## config.mk

```make
export PLATFORM = sky130hd
export DESIGN_NAME = pio_cycle_gen
export DESIGN_NICKNAME = d
export VERILOG_FILES = /design/src/rtl/pio_timing_pkg.sv /design/src/rtl/pio_timing_decode.sv /design/src/rtl/pio_phase_seq.sv /design/src/rtl/pio_cycle_gen.sv
export SDC_FILE = /design/constraint.sdc
export NUM_CORES = 1
export LEC_CHECK = 0
export CELL_PAD_IN_SITES_DETAIL_PLACEMENT = 1
export CELL_PAD_IN_SITES_GLOBAL_PLACEMENT = 1
export CORE_ASPECT_RATIO = 0.75
export CORE_MARGIN = 10
export CORE_UTILIZATION = 38
export DETAILED_ROUTE_END_ITERATION = 8
export GPL_TIMING_DRIVEN = 1
export PLACE_DENSITY_LB_ADDON = 0.1
export RECOVER_POWER = 25
export SETUP_SLACK_MARGIN = 0.05
export SLEW_MARGIN = 20
export SYNTH_ARGS = -nofsm -noshare
export SYNTH_HDL_FRONTEND = slang
export SYNTH_SLANG_ARGS = --single-unit
export TNS_END_PERCENT = 20
```

## constraint.sdc

```tcl
create_clock -name clk_i -period 2.3 [get_ports clk_i]
set_clock_uncertainty 0.15 [all_clocks]
set_input_delay 0.46 -clock clk_i [delete_from_list [all_inputs] [get_ports clk_i]]
set_output_delay 0.46 -clock clk_i [all_outputs]
set_load 0.01 [all_outputs]
```

## src/rtl/pio_timing_pkg.sv

```systemverilog
package pio_timing_pkg;

  localparam int TBYTE_W   = 8;
  localparam int CNT_W     = 5;   // holds up to 16 clocks
  localparam int NUM_CLASS = 2;   // 0 = data port, 1 = command/control port

  typedef logic [CNT_W-1:0]   cnt_t;
  typedef logic [TBYTE_W-1:0] tbyte_t;

  typedef struct packed {
    cnt_t setup;
    cnt_t active;
    cnt_t hold;
  } phase_len_t;

  typedef enum logic [2:0] {
    ST_IDLE,
    ST_SETUP,
    ST_ACTIVE,
    ST_HOLD,
    ST_DONE
  } pio_state_e;

  function automatic cnt_t setup_len(input logic [1:0] code);
    return cnt_t'(code) + cnt_t'(1);
  endfunction

  function automatic cnt_t active_len(input logic [2:0] code);
    case (code)
      3'd5:    return cnt_t'(8);
      3'd6:    return cnt_t'(12);
      3'd7:    return cnt_t'(16);
      default: return cnt_t'(code) + cnt_t'(2);
    endcase
  endfunction

  function automatic cnt_t hold_len(input logic [2:0] code);
    case (code)
      3'd6:    return cnt_t'(8);
      3'd7:    return cnt_t'(12);
      default: return cnt_t'(code) + cnt_t'(1);
    endcase
  endfunction

endpackage

```

## src/rtl/pio_timing_decode.sv

```systemverilog
module pio_timing_decode
  import pio_timing_pkg::*;
(
  input  tbyte_t     tbyte_i,
  output phase_len_t len_o
);

  // field positions: [7:6] setup, [5:3] hold, [2:0] active
  always_comb begin
    len_o.setup  = setup_len(tbyte_i[7:6]);
    len_o.hold   = hold_len(tbyte_i[5:3]);
    len_o.active = active_len(tbyte_i[2:0]);
  end

endmodule

```

## src/rtl/pio_phase_seq.sv

```systemverilog
module pio_phase_seq
  import pio_timing_pkg::*;
(
  input  logic       clk_i,
  input  logic       rst_ni,
  input  logic       start_i,
  input  logic       write_i,
  input  phase_len_t len_i,
  input  logic       iordy_en_i,
  input  logic       iordy_i,
  output logic       addr_valid_o,
  output logic       rd_strobe_o,
  output logic       wr_strobe_o,
  output logic       data_latch_o,
  output logic       done_o,
  output logic       busy_o
);

  pio_state_e state_q;
  cnt_t       cnt_q;
  phase_len_t len_q;
  logic       wr_q;
  logic       last_q;
  logic       stall;

  assign last_q = (cnt_q == '0);
  assign stall  = iordy_en_i && !iordy_i;

  always_ff @(posedge clk_i or negedge rst_ni) begin
    if (!rst_ni) begin
      state_q <= ST_IDLE;
      cnt_q   <= '0;
      len_q   <= '0;
      wr_q    <= 1'b0;
    end else begin
      unique case (state_q)
        ST_IDLE: if (start_i) begin
          len_q   <= len_i;
          wr_q    <= write_i;
          cnt_q   <= len_i.setup - cnt_t'(1);
          state_q <= ST_SETUP;
        end
        ST_SETUP: if (last_q) begin
          cnt_q   <= len_q.active - cnt_t'(1);
          state_q <= ST_ACTIVE;
        end else begin
          cnt_q <= cnt_q - cnt_t'(1);
        end
        ST_ACTIVE: if (last_q) begin
          if (!stall) begin
            cnt_q   <= len_q.hold - cnt_t'(1);
            state_q <= ST_HOLD;
          end
        end else begin
          cnt_q <= cnt_q - cnt_t'(1);
        end
        ST_HOLD: if (last_q) begin
          state_q <= ST_DONE;
        end else begin
          cnt_q <= cnt_q - cnt_t'(1);
        end
        ST_DONE: state_q <= ST_IDLE;
        default: state_q <= ST_IDLE;
      endcase
    end
  end

  assign addr_valid_o = (state_q == ST_SETUP) || (state_q == ST_ACTIVE) || (state_q == ST_HOLD);
  assign rd_strobe_o  = (state_q == ST_ACTIVE) && !wr_q;
  assign wr_strobe_o  = (state_q == ST_ACTIVE) &&  wr_q;
  assign data_latch_o = rd_strobe_o && last_q && !stall;
  assign done_o       = (state_q == ST_DONE);
  assign busy_o       = (state_q != ST_IDLE);

  a_r6_stall_holds: assert property (@(posedge clk_i) disable iff (!rst_ni)
    (state_q == ST_ACTIVE && last_q && stall) |=> (rd_strobe_o || wr_strobe_o));
  a_r6_no_wait: assert property (@(posedge clk_i) disable iff (!rst_ni)
    (state_q == ST_ACTIVE && last_q && !iordy_en_i) |=> (state_q == ST_HOLD));
  a_r7_strobe_after_addr: assert property (@(posedge clk_i) disable iff (!rst_ni)
    $rose(rd_strobe_o || wr_strobe_o) |-> $past(addr_valid_o));
  a_r8_exclusive: assert property (@(posedge clk_i) disable iff (!rst_ni)
    $onehot0({rd_strobe_o, wr_strobe_o, done_o}));
  a_r9_latch_ends_read: assert property (@(posedge clk_i) disable iff (!rst_ni)
    data_latch_o |=> (!rd_strobe_o && addr_valid_o));
  a_r10_done_pulse: assert property (@(posedge clk_i) disable iff (!rst_ni)
    done_o |=> (!done_o && !busy_o));
  a_r10_done_after_hold: assert property (@(posedge clk_i) disable iff (!rst_ni)
    $rose(done_o) |-> ($past(addr_valid_o) && !addr_valid_o));
  a_r11_dir_locked: assert property (@(posedge clk_i) disable iff (!rst_ni)
    (busy_o && !done_o) |=> $stable(wr_q));

endmodule

```

## src/rtl/pio_cycle_gen.sv

```systemverilog
module pio_cycle_gen
  import pio_timing_pkg::*;
(
  input  logic       clk_i,
  input  logic       rst_ni,
  input  logic       start_i,
  input  logic       write_i,
  input  logic       cmd_port_i,
  input  logic [7:0] data_timing_i,
  input  logic [7:0] cmd_timing_i,
  input  logic       iordy_en_i,
  input  logic       iordy_i,
  output logic       addr_valid_o,
  output logic       rd_strobe_o,
  output logic       wr_strobe_o,
  output logic       data_latch_o,
  output logic       done_o,
  output logic       busy_o
);

  tbyte_t     tbytes [NUM_CLASS];
  phase_len_t lens   [NUM_CLASS];
  phase_len_t sel_len;

  assign tbytes[0] = data_timing_i;
  assign tbytes[1] = cmd_timing_i;

  for (genvar g = 0; g < NUM_CLASS; g++) begin : g_dec
    pio_timing_decode u_dec (
      .tbyte_i (tbytes[g]),
      .len_o   (lens[g])
    );
  end

  assign sel_len = lens[cmd_port_i];

  pio_phase_seq u_seq (
    .clk_i        (clk_i),
    .rst_ni       (rst_ni),
    .start_i      (start_i),
    .write_i      (write_i),
    .len_i        (sel_len),
    .iordy_en_i   (iordy_en_i),
    .iordy_i      (iordy_i),
    .addr_valid_o (addr_valid_o),
    .rd_strobe_o  (rd_strobe_o),
    .wr_strobe_o  (wr_strobe_o),
    .data_latch_o (data_latch_o),
    .done_o       (done_o),
    .busy_o       (busy_o)
  );

  a_r1_idle_quiet: assert property (@(posedge clk_i) disable iff (!rst_ni)
    !busy_o |-> !(addr_valid_o || rd_strobe_o || wr_strobe_o || data_latch_o || done_o));
  a_r10_busy_on_start: assert property (@(posedge clk_i) disable iff (!rst_ni)
    (!busy_o && start_i) |=> (busy_o && addr_valid_o));

endmodule

```

==> metrics.md <==
| Metric | Value |
|---|---|
| FFs w/ async S/R, synth | between 90% and 100% |
| Crit-path cells | buf_4 -> or3_4 -> dlygate4sd2_1 |
| Final setup fails | 0 |
| Post-synthesis cell area | 0.00143 mm^2 |
| N_diodes | 0 |
| Clock Sinks | 18 |
| Die width | around 91 um |
| Peak VDD IR | between 0.6 and 0.7 mV |
| Max Root-Sink Buffers | 2 |
| DRC violations left | 0 |
| Largest net degree at the start of global routing | 19 |
| Crit Path Category | flop to output port |
| CP required | between 1500 and 2000 ps |
| Io pins | 29 |
| Hold-fix buffers, CTS | 0 |
| Seq cells post-synth | 18 |
| Die ar. | approximately 0.0066 mm^2 |
| RSZ-0062 raised after global routing | false |
| Number of buffers created by CTS | 3 |
| Initial antenna violation count | 0 |
| Setup TNS | 0 ps |
| Layout cells sized above 1 | 18.8% |
| Hpwl dp | 3320 um |
| Synth Flop Type | dfrtp_1 |
| Die Y | between 70 and 80 um |
| Sequential share of the synthesized area | between 30% and 40% |
| Top-count cell post-synth | nor2_1 |
| Crit-path max FO | 11 |
| Vias per cell | around 5.2 |
| Max capacitance violation total | 0 |
| Routed vias | roughly 1,400 |
| Crit path time final | roughly 2200 ps |
| Top delay family on crit path | buffers and inverters |
| Area Growth Syn to Fin | 33.5% |
| Max Fclk | about 460 MHz |
| Pins Over Slew Limit | 0 |
| Worst Setup Start Kind | flop |
| Final Cycle Share | roughly 95% |
| Pwr per Cell Area | roughly 1200 mW/mm^2 |
| Port Buffers | 28 |
| CP max-delay cell | or3_4 |
| Final estimated routing congestion in global placement | just over 0.8 |
| CTS tree | yes |
| Synth unique cells | 50 |
| Crit end category | output port |
| Fillers | around 440 |
| Routed wire per std cell | ~15 um |
| Worst path bufs/invs | 2 |
| Clock transition at path regs | about 70 ps |
| H-Tree Depth | 1 |
| Vias in the first global route | 1,504 |
| Top post-synthesis cells by count | nor2_1 (19), dfrtp_1 (18), nand2_1 (15) |
| Final wirelength | around 4100 um |
| EDFF count, synth | 0 |
| 1st-pass router iterations | 4 |
| Yosys top cell by area | dfrtp_1 |
| Mapped Avg Cell Area | about 8.4 um^2 |
| Actual slew at the worst max-slew pin | about 1000 ps |
| Post-route ant nets | 0 |
| Status | completed |
| Post-layout util | 52.5% |
| Total GRT Usage | about an eighth |
| Arrival time at the worst endpoint | 1570 ps |
| Core Region | about 0.0036 mm^2 |
| Global-route wire length before repair | 7160 um |
| Remaining global-route overflow | 0 |
| Rows | 19 |
| Post-synth net total | between 150 and 200 |
| Hold Vio Cnt, Final | 0 |
| Yosys Warn Count | 0 |
| Post-Synthesis Cells | 170 |
| Clock Tree Root | clkbuf_8 |
| Share of the synthesized area in the top cell type | between 30% and 40% |
| Max stage delay on crit path | 430 ps |
| R2R Setup Slk | 310 ps |
| Leakage | between 0.0008 and 0.0009 uW |
| Initial DRC Count | 27 |
| Nets | roughly 240 |
| Slew headroom | about 31% |
| Top cells by area, synth | dfrtp_1 (31%), ha_1 (5.2%), nor2_1 (5.0%), a21oi_1 (4.2%), o21ai_0 (4.2%) |
| Initial Util | 39.3% |
| Type of the tightest min-delay check | flop to flop |
| Worst-skew pair later-pin latency | ~260 ps |
==> final cells by class <==
type | instances | area, um^2 | area share (%)
Clock buffer | 3 | 41.3 | 2.16
Inverter | 11 | 41.3 | 2.16
Multi-Input combinational cell | 134 | 903 | 47.3
Sequential cell | 18 | 450 | 23.6
Tap cell | 52 | 65.1 | 3.41
Timing Repair Buffer | 47 | 408 | 21.4
==> per-stage QoR <==
step	std cells	cell area [um^2]	worst slack (ps)	hold WS [ps]	total power, uW
final	265	1910	123	422	2220
after floorplan	170	1430	240	14.4	1500
after global routing	265	1910	53.4	461	2450
after CTS	265	1920	57.0	399	2250
after global placement	262	1870	-140	405	1940
after detailed placement	262	1870	-138	413	2000
==> flip-flops by register name (all words and copies together), names as in the netlist <==
name,flops
u_seq.len_q,9
u_seq.cnt_q,5
u_seq.state_q,3
u_seq.wr_q,1
==> what timing repair did <==
item | in CTS | in global routing
gates cloned | 0 | 0
endpoints found under the setup margin | 5 | 3
hold endpoints to repair | 0 | 0
resized for setup | 11 | 6
setup buffers | 0 | 0
==> cells by family (layout without fill, tap and decap cells) <==
group | Yosys count | in the layout | share of synthesized area (%)
AOI/OAI and AO/OA | 49 | 49 | 22.0
and+or+nand+nor | 66 | 66 | 26.2
DFF | 18 | 18 | 31.5
buffers and inverters | 18 | 61 | 6.56
muxes | 4 | 4 | 2.97
adders and majority gates | 6 | 6 | 5.25
xor gates and xnor gates | 9 | 9 | 5.51
==> report_power, final <==
part           leakage, uW  internal [uW]  switching (uW)  total, uW
Clock            0.0000216            117             112        228
Combinational     0.000579            668             731       1400
Sequential        0.000218            468             129        597
==> final timing paths <==
path                                              startpoint                         end  depth (start not counted)
min in group asynchronous                             rst_ni  u_seq.len_q[3]$_DFFE_PN0P_                          2
worst max-delay path            u_seq.state_q[1]$_DFFE_PN0P_                      busy_o                          3
worst min-delay path              u_seq.len_q[9]$_DFFE_PN0P_  u_seq.len_q[9]$_DFFE_PN0P_                          2
worst min register to register    u_seq.len_q[9]$_DFFE_PN0P_  u_seq.len_q[9]$_DFFE_PN0P_                          2
worst max register to register    u_seq.cnt_q[0]$_DFFE_PN0P_  u_seq.cnt_q[3]$_DFFE_PN0P_                          8
max in group asynchronous                             rst_ni      u_seq.wr_q$_DFFE_PN0P_                          2
==> tightest hold or removal path, cell delays in order (launching register included) <==
cell     delay (ps)
dfrtp_1         350
nor2_1           50
a31oi_1         120
==> metal layers <==
metal | vias to the layer above | track usage, % | share of wire [%]
met5 | - | 0 | 0
met2 | 19 | 21.2 | 47
met1 | 669 | 16.3 | 48
li1 | 695 | - | -
met4 | 0 | 5.03 | 1.6
met3 | 6 | 3.60 | 4.0
==> placed cells by master, fill, tap and decap left out, types with 2 or more instances in the layout <==
cell type,synthesis,final
o22ai_1,5,5
dlygate4sd2_1,0,2
clkbuf_8,0,3
mux2i_1,2,2
nor4_1,2,2
a31oi_1,3,3
nand2_1,15,15
o21ai_1,3,3
inv_1,11,11
nor2_2,1,2
nor3_1,6,6
nor2_1,19,18
clkbuf_2,0,2
ha_1,6,6
dfrtp_1,18,18
o21ai_0,12,12
xor2_1,3,3
nor2b_1,4,4
a211oi_1,3,3
clkdlybuf4s50_1,0,21
nand2b_1,3,3
buf_4,0,17
a21oi_1,12,12
nor3b_1,2,2
xnor2_1,6,6
Note: power is estimated with default switching activity, not from simulation.
